$ cat src/rtl/brcond_pkg.sv
package brcond_pkg;
  localparam int unsigned REG_ADDR_W = 3;
  localparam logic [REG_ADDR_W-1:0] ADDR_DATA = 3'd0;
  localparam logic [REG_ADDR_W-1:0] ADDR_DIR  = 3'd2;
  localparam logic [REG_ADDR_W-1:0] ADDR_CTRL = 3'd4;

  typedef struct packed {
    logic cond_sel;  // 0: condition 1, 1: condition 2
    logic is_jump;   // 0: call, 1: jump
    logic negate;    // 1: taken on false
  } br_op_t;
endpackage

$ cat src/rtl/brcond_sync.sv
module brcond_sync #(
  parameter int unsigned W      = 17,
  parameter int unsigned STAGES = 2
) (
  input  logic         clk,
  input  logic         rst,
  input  logic [W-1:0] d,
  output logic [W-1:0] q
);
  logic [W-1:0] stg [STAGES];

  always_ff @(posedge clk) begin
    if (rst) stg[0] <= '0;
    else     stg[0] <= d;
  end

  for (genvar g = 1; g < STAGES; g++) begin : g_stage
    always_ff @(posedge clk) begin
      if (rst) stg[g] <= '0;
      else     stg[g] <= stg[g-1];
    end
  end

  assign q = stg[STAGES-1];
endmodule

$ cat src/rtl/brcond_regs.sv
module brcond_regs
  import brcond_pkg::*;
#(
  parameter int unsigned PORT_W = 16
) (
  input  logic                  clk,
  input  logic                  rst,
  input  logic                  wr,
  input  logic [REG_ADDR_W-1:0] addr,
  input  logic [PORT_W-1:0]     wdata,
  input  logic [PORT_W-1:0]     pad_sync,
  output logic [PORT_W-1:0]     data_q,
  output logic [PORT_W-1:0]     dir_q,
  output logic                  cmp_en,
  output logic [PORT_W-1:0]     rdata
);
  logic [PORT_W-1:0] port_view;
  logic [PORT_W-1:0] rd_next;

  always_ff @(posedge clk) begin
    if (rst) begin
      data_q <= '0;
      dir_q  <= '0;
      cmp_en <= 1'b0;
    end else if (wr) begin
      case (addr)
        ADDR_DATA: data_q <= wdata;
        ADDR_DIR:  dir_q  <= wdata;
        ADDR_CTRL: cmp_en <= wdata[0];
        default:   ;
      endcase
    end
  end

  assign port_view = (dir_q & data_q) | (~dir_q & pad_sync);

  always_comb begin
    case (addr)
      ADDR_DATA: rd_next = port_view;
      ADDR_DIR:  rd_next = dir_q;
      ADDR_CTRL: rd_next = {{(PORT_W-1){1'b0}}, cmp_en};
      default:   rd_next = '0;
    endcase
  end

  always_ff @(posedge clk) begin
    if (rst) rdata <= '0;
    else     rdata <= rd_next;
  end

  AST_DATA_WRITE: assert property (@(posedge clk) disable iff (rst)
    wr && addr == ADDR_DATA |=> data_q == $past(wdata));
  AST_DIR_WRITE: assert property (@(posedge clk) disable iff (rst)
    wr && addr == ADDR_DIR |=> dir_q == $past(wdata));
  AST_BAD_ADDR_IGNORED: assert property (@(posedge clk) disable iff (rst)
    wr && addr != ADDR_DATA && addr != ADDR_DIR && addr != ADDR_CTRL
    |=> $stable(data_q) && $stable(dir_q) && $stable(cmp_en));
endmodule

$ cat src/rtl/brcond_decide.sv
module brcond_decide
  import brcond_pkg::*;
(
  input  logic   clk,
  input  logic   rst,
  input  logic   valid,
  input  br_op_t op,
  input  logic   cond1,
  input  logic   cond2,
  output logic   take,
  output logic   call_stb,
  output logic   jump_stb
);
  logic cond_pick;
  logic hit;

  assign cond_pick = op.cond_sel ? cond2 : cond1;
  assign hit       = valid & (cond_pick ^ op.negate);

  always_ff @(posedge clk) begin
    if (rst) begin
      take     <= 1'b0;
      call_stb <= 1'b0;
      jump_stb <= 1'b0;
    end else begin
      take     <= hit;
      call_stb <= hit & ~op.is_jump;
      jump_stb <= hit &  op.is_jump;
    end
  end

  AST_STROBE_EXCL: assert property (@(posedge clk) disable iff (rst)
    !(call_stb && jump_stb));
  AST_IDLE_QUIET: assert property (@(posedge clk) disable iff (rst)
    !valid |=> !take && !call_stb && !jump_stb);
  AST_TRUE_FORM: assert property (@(posedge clk) disable iff (rst)
    valid && !op.negate |=> take == $past(op.cond_sel ? cond2 : cond1));
  AST_NEG_FORM: assert property (@(posedge clk) disable iff (rst)
    valid && op.negate |=> take == !$past(op.cond_sel ? cond2 : cond1));
endmodule

$ cat src/rtl/brcond_unit.sv
module brcond_unit
  import brcond_pkg::*;
#(
  parameter int unsigned PORT_W      = 16,
  parameter int unsigned SYNC_STAGES = 2
) (
  input  logic                  clk,
  input  logic                  rst,
  input  logic                  reg_wr,
  input  logic [REG_ADDR_W-1:0] reg_addr,
  input  logic [PORT_W-1:0]     reg_wdata,
  output logic [PORT_W-1:0]     reg_rdata,
  input  logic [PORT_W-1:0]     pin_in,
  output logic [PORT_W-1:0]     pin_out,
  output logic [PORT_W-1:0]     pin_oe,
  input  logic                  cmp_result,
  input  logic                  instr_valid,
  input  logic [2:0]            instr_op,
  output logic                  take,
  output logic                  call_stb,
  output logic                  jump_stb
);
  localparam int unsigned SYNC_W = PORT_W + 1;

  logic [PORT_W-1:0] data_q;
  logic [PORT_W-1:0] dir_q;
  logic              cmp_en;
  logic [PORT_W-1:0] pad_level;
  logic [SYNC_W-1:0] sync_q;
  logic              cond1;
  logic              cond2;

  assign pad_level = (dir_q & data_q) | (~dir_q & pin_in);
  assign pin_out   = data_q;
  assign pin_oe    = dir_q;

  brcond_sync #(.W(SYNC_W), .STAGES(SYNC_STAGES)) u_sync (
    .clk (clk),
    .rst (rst),
    .d   ({cmp_result, pad_level}),
    .q   (sync_q)
  );

  brcond_regs #(.PORT_W(PORT_W)) u_regs (
    .clk      (clk),
    .rst      (rst),
    .wr       (reg_wr),
    .addr     (reg_addr),
    .wdata    (reg_wdata),
    .pad_sync (sync_q[PORT_W-1:0]),
    .data_q   (data_q),
    .dir_q    (dir_q),
    .cmp_en   (cmp_en),
    .rdata    (reg_rdata)
  );

  assign cond1 = sync_q[0];
  assign cond2 = cmp_en ? sync_q[PORT_W] : sync_q[1];

  brcond_decide u_decide (
    .clk      (clk),
    .rst      (rst),
    .valid    (instr_valid),
    .op       (br_op_t'(instr_op)),
    .cond1    (cond1),
    .cond2    (cond2),
    .take     (take),
    .call_stb (call_stb),
    .jump_stb (jump_stb)
  );

  AST_CALL_NEEDS_TAKE: assert property (@(posedge clk) disable iff (rst)
    (call_stb || jump_stb) |-> take);
endmodule

$ cat config.mk
export PLATFORM = sky130hd
export DESIGN_NAME = brcond_unit
export DESIGN_NICKNAME = d
export VERILOG_FILES = /design/src/rtl/brcond_pkg.sv /design/src/rtl/brcond_sync.sv /design/src/rtl/brcond_regs.sv /design/src/rtl/brcond_decide.sv /design/src/rtl/brcond_unit.sv
export SDC_FILE = /design/constraint.sdc
export NUM_CORES = 1
export LEC_CHECK = 0
export BUFFER_PORTS_ARGS = -buffer_cell sky130_fd_sc_hd__buf_4
export CORE_ASPECT_RATIO = 0.8
export CORE_MARGIN = 4
export CORE_UTILIZATION = 51
export DETAILED_ROUTE_END_ITERATION = 8
export GPL_ROUTABILITY_DRIVEN = 0
export PLACE_DENSITY = 0.83
export SLEW_MARGIN = 20
export SYNTH_ARGS = -nofsm -noshare
export SYNTH_HDL_FRONTEND = slang
export SYNTH_HIERARCHICAL = 1
export SYNTH_SLANG_ARGS = --single-unit
$ cat constraint.sdc
create_clock -name clk -period 2.03 [get_ports clk]
set_clock_uncertainty 0.15 [all_clocks]
set_input_delay 0.406 -clock clk [delete_from_list [all_inputs] [get_ports clk]]
set_output_delay 0.406 -clock clk [all_outputs]
set_load 0.01 [all_outputs]
[After elaboration in Yosys (flattened, before gate mapping)]
Memory sizes are Yosys's and may differ from the RTL's.
Index checks and enable logic that the tools add are counted.
Storage, ports and cells
  bits of input ports: 43
  output and inout bits: 51
  logic and storage cells: 35
  memory bits (writable): 34
  flip-flop bits (word level): 52
  memories kept: 1
Memory list
  u_sync.stg: depth 2, width 17, read ports 2, clocked after Yosys merged registers in 0, wr ports 2, line brcond_sync.sv:10  | logic [W-1:0] stg [STAGES];
Cells by class
  reductions and logical operators: 4
  equal/unequal tests: 2
  bitwise gates (word level): 13
  muxes and demuxes: 8
Operator list (number)
  $and A16 B16 Y16: 3
  $pmux W16 S3: 1
  $mux W17: 2
  $or A16 B16 Y16: 2
  $not A16 Y16: 1
  $reduce_and A2 Y1: 3
  $mux W1: 5
  $and A1 B1 Y1: 3
  $eq A3 B2 Y1 const B: 1
  $eq A3 B3 Y1 const B: 1
  $logic_not A3 Y1: 1
  $or A1 B1 Y1: 2
  $not A1 Y1: 1
  $xor A1 B1 Y1: 1

[Longest topological paths before layout]
  word-level depth: 5
  mapped depth: 5
  depth with buffers taken out: 3

[Cells and area by module]
Netlist, hierarchy kept.
By module, submodules not included
  brcond_regs: area an instance 1853.0 sq um, cells each 220, seq. area each 980.9 sq um, instances 1
  brcond_sync: area an instance 937.1 sq um, cells each 71, seq. area each 680.7 sq um, instances 1
  brcond_unit: area an instance 255.2 sq um, cells each 17, seq. area each 0.0 sq um, instances 1
  brcond_decide: area an instance 160.2 sq um, cells each 13, seq. area each 60.1 sq um, instances 1

[Worst setup path before layout]
No wires, ideal clock.
  kind: input to register
  from: input port reg_addr[0]
  to: register u_regs.data_q[10]
  arrival: 1297 ps
  path buffers: 2
  setup slack: 451 ps
  data required time: 1748 ps
  setup time: 132 ps
  stages on the path: 5
  cells stage by stage: or4b_1 -> buf_2 -> buf_6 -> nand2_1 -> a21oi_1
Between the ends
  cells in the longest elaborated chain, start to end: 2
Ends and longest elaborated chain
  start, declared: line brcond_unit.sv:10  | input logic [REG_ADDR_W-1:0] reg_addr,
  $logic_not A3 Y1: line brcond_regs.sv:26  | case (addr)
  $reduce_and A2 Y1 (no line)
  end signal, assigned: line brcond_regs.sv:27  | ADDR_DATA: data_q <= wdata;
  end, declared: line brcond_regs.sv:12  | output logic [PORT_W-1:0] data_q,
No other way between the ends.
A chain may end at the register's enable or synchronous reset.

[Worst setup path after layout]
  from: register u_regs.dir_q[0]
  to: register u_regs.rdata[0]
Between the ends
  cells in the longest elaborated chain, start to end: 4
  elaborated cells on any way between the ends: 5
  those cells by class: mux: 1; bitwise: 4
Ends and longest elaborated chain
  start, declared: line brcond_regs.sv:13  | output logic [PORT_W-1:0] dir_q,
  start signal, assigned: line brcond_regs.sv:28  | ADDR_DIR: dir_q <= wdata;
  $not A16 Y16: line brcond_regs.sv:35  | assign port_view = (dir_q & data_q) | (~dir_q & pad_sync);
  $and A16 B16 Y16: line brcond_regs.sv:35
  $or A16 B16 Y16: line brcond_regs.sv:35
  $pmux W16 S3 *: line brcond_regs.sv:38  | case (addr)
  end signal, assigned: line brcond_regs.sv:48  | else rdata <= rd_next;
  end, declared: line brcond_regs.sv:15  | output logic [PORT_W-1:0] rdata
Mark *: on every way between the ends. The rest lies on a longest branch, timed or not.

==> results.tsv <==
stage	metric	value	unit
synthesis	syn avg cell area	9.986	um2
hold_path	Hold Startpoint	cmp_result	
sta	worst slew pin tran	651.0	ps
critical_path	R2R depth	3	
synthesis	Ys Warns	6	
critical_path	kind of critical path	reg -> reg	
sta	maximum clock frequency	0.5963	GHz
die	IO Count	94	
clock_network	CTS tree	built	
clock_network	Bufs on Longest Clock Path	2	
sta	count of final hold-check violations	0	
sta	RSZ-0062 raised after global routing	no	
die	core footprint	6006	um2
synthesis	Async S/R FF share, synth	0	
die	die area	7626	um2
clock_network	post-cts gate resize count	0	
critical_path	RR Endpoint	u_regs/rdata[0]	
synthesis	Mapped Nets	364	
critical_path	worst-path maximum fanout	5	
critical_path	Crit path buffers/inverters	0	
global_route	GRT overflow	0	
cells_and_area	P&R area growth vs syn	30.02	%
placed_design	IO Port Bufs	93	
cells_and_area	post-layout util	0.6940	
sta	post-layout minimum cycle time	1677	ps
routing	DR WL/cell	15.25	um
critical_path	CP Capture Type	register	
die	number of cell rows	25	
die	Starting Density	0.5337	
critical_path	Worst path max stage delay	490	ps
synthesis	Post-synth top flop	dfxtp_1	
sta	relative slew slack	0.5660	
clock_network	root buffer cell	clkbuf_8	
power_and_ir_drop	Static Leak	0.001699	uW
critical_path	flop2flop setup slack	350	ps
synthesis	synthesized area	3206	um2
power_and_ir_drop	pwr/cell area	789.4	nW/um2
global_route	vias in the first global route	2620	
routing	via/cell ratio	5.160	
global_route	global-route wire length before repair	12.43	mm
sta	setup_tns	0	ps
clock_network	H-tree levels	3	
sta	Final Cycle Share	0.8262	
placed_design	Detailed Place HPWL	5.282	mm
routing	DR vias	2575	
clock_network	Setup Buffers After CTS	0	
cells_and_area	Total Nets Final	456	
hold_path	HP Class	in -> reg	
clock_network	Worst-Skew Late Latency	360	ps
synthesis	Post-synth EDFFs	0	
global_route	initial antenna violation count	0	
cells_and_area	commonest cells after routing, fill and taps aside	100 x buf_4, 86 x dfxtp_1, 64 x nand2_1	
clock_network	clk slew on worst S/H paths	80	ps
cells_and_area	commonest non-fill, non-tap cell in the layout	buf_4	
routing	DR iter-0 viols	107	
critical_path	Worst EP required	2120	ps
routing	Antenna Nets Post-Route	0	
cells_and_area	Storage cell area	1722	um2
critical_path	critical path's top delay family	compound AO/OA/AOI/OAI gates	
hold_path	hold-critical path depth	2	
cells_and_area	share of layout cells above drive strength 1	0.3445	
critical_path	CP max stage cell	or3b_2	
die	die width	96.64	um
synthesis	Yosys reg bits	86	
global_route	GRT Overall Usage	0.2051	
cells_and_area	filler instances	478	
run_status	status	finished, final reports clean	
hold_path	Hold Path End	u_sync/stg[0][16]	
global_route	largest net degree at the start of global routing	37	
die	Die Ht	78.91	um
clock_network	clk sink count	86	
synthesis	Synth Instances	321	
power_and_ir_drop	Worst VDD drop	0.0003921	V
routing	# DRC	0	
sta	Pins Over Slew Limit	0	
clock_network	hold-fix buffer count after cts	0	
synthesis	sequential fraction of the synthesis area	0.5371	
critical_path	CP startpoint kind	register	
critical_path	crit path DAT	1760	ps
flow_run	Max Cap Viol	0	
routing	Routed WL	7.609	mm
synthesis	post-synth cell types	29	
cells_and_area	multi-input combinational cell area	1379	um2
critical_path	crit path cell chain	or3b_2 > a21o_1 > a211oi_1	
clock_network	CTS buffer count	9	
routing	Pre-Repair DR Iteration Count	4	
critical_path	worst reg2reg startpoint	u_regs/dir_q[0]	
cells_and_area	n_diodes	0	
sta	setup violators final	0	
[per-stage QoR]
step | worst slack [ps] | std cells | total power [uW] | area, um2 | hold slack [ps]
floorplan | 450.6 | 321 | 1932 | 3206 | 263.8
global placement | 332.1 | 483 | 2060 | 3953 | 267.6
detailed placement | 192.5 | 483 | 2069 | 3953 | 270.4
CTS | 376.3 | 499 | 3315 | 4168 | 107.1
global route | 347.1 | 499 | 3412 | 4168 | 108.4
finish | 352.9 | 499 | 3290 | 4168 | 125.6
[cell usage after synthesis, types with 2 or more instances]
cell type,n,area share
buf_2,5,0.0078
mux2_4,17,0.080
nor2b_1,30,0.059
clkbuf_1,8,0.0094
o21ai_0,16,0.025
and2b_2,4,0.011
a21oi_1,47,0.073
or3b_2,2,0.0055
nand4bb_1,2,0.0070
dfxtp_1,86,0.54
and4bb_2,2,0.0078
nand2_1,64,0.075
mux2i_1,3,0.0094
nand3b_1,16,0.037
clkbuf_2,2,0.0031
buf_6,4,0.014
[worst max path at each step]
stage	start	end	cells after the start
2_1_floorplan	reg_addr[0]	u_regs/data_q[10]	5
3_3_place_gp	reg_addr[1]	u_regs/data_q[11]	5
3_5_place_dp	reg_addr[1]	u_regs/rdata[0]	4
4_1_cts	u_regs/dir_q[0]	u_regs/rdata[0]	3
5_1_grt	u_regs/dir_q[0]	u_regs/rdata[0]	3
6_report	u_regs/dir_q[0]	u_regs/rdata[0]	3
[cell families after synthesis]
logic type,Yosys count,synth area share
buffers and inverters,19,0.03435
multiplexers,22,0.09680
flip-flops,86,0.5371
AO/OA/AOI/OAI,65,0.1030
AND/OR/NAND/NOR,129,0.2287
[worst register-to-register path, cell delays in order, from the launching register on]
cell and delay (ps):
dfxtp_1 380, or3b_2 490, a21o_1 210, a211oi_1 340
[registers in the layout (all words and copies together) (netlist names)]
signal / cells
u_decide/take: 1
u_regs/cmp_en: 1
u_decide/jump_stb: 1
u_regs/data_q: 16
u_sync/stg: 34
u_regs/rdata: 16
u_decide/call_stb: 1
u_regs/dir_q: 16
[cell type report]
| class | instances | share of cell area |
|---|---|---|
| sequential | 86 | 0.4131 |
| multi-input combinational | 216 | 0.3308 |
| timing repair buffer | 100 | 0.1801 |
| clock buffer | 11 | 0.03633 |
| tap | 81 | 0.02432 |
| clock inverter | 5 | 0.01531 |
[power breakdown]
part	leakage [uW]	switching, uW	internal, uW
Sequential	0.000702	26.4	1740
Clock	0.000107	613	646
Combinational	0.000890	118	150
[metal layers]
layer / GRT usage / wire (um) / up-vias
met3: 0.07375 / 583 / 9
li1: - / - / 1268
met2: 0.3567 / 3651 / 92
met5: 0 / 0 / -
met4: 0.06592 / 110 / 0
met1: 0.2373 / 3263 / 1206
No activity file was read; power rests on OpenSTA's default activity.
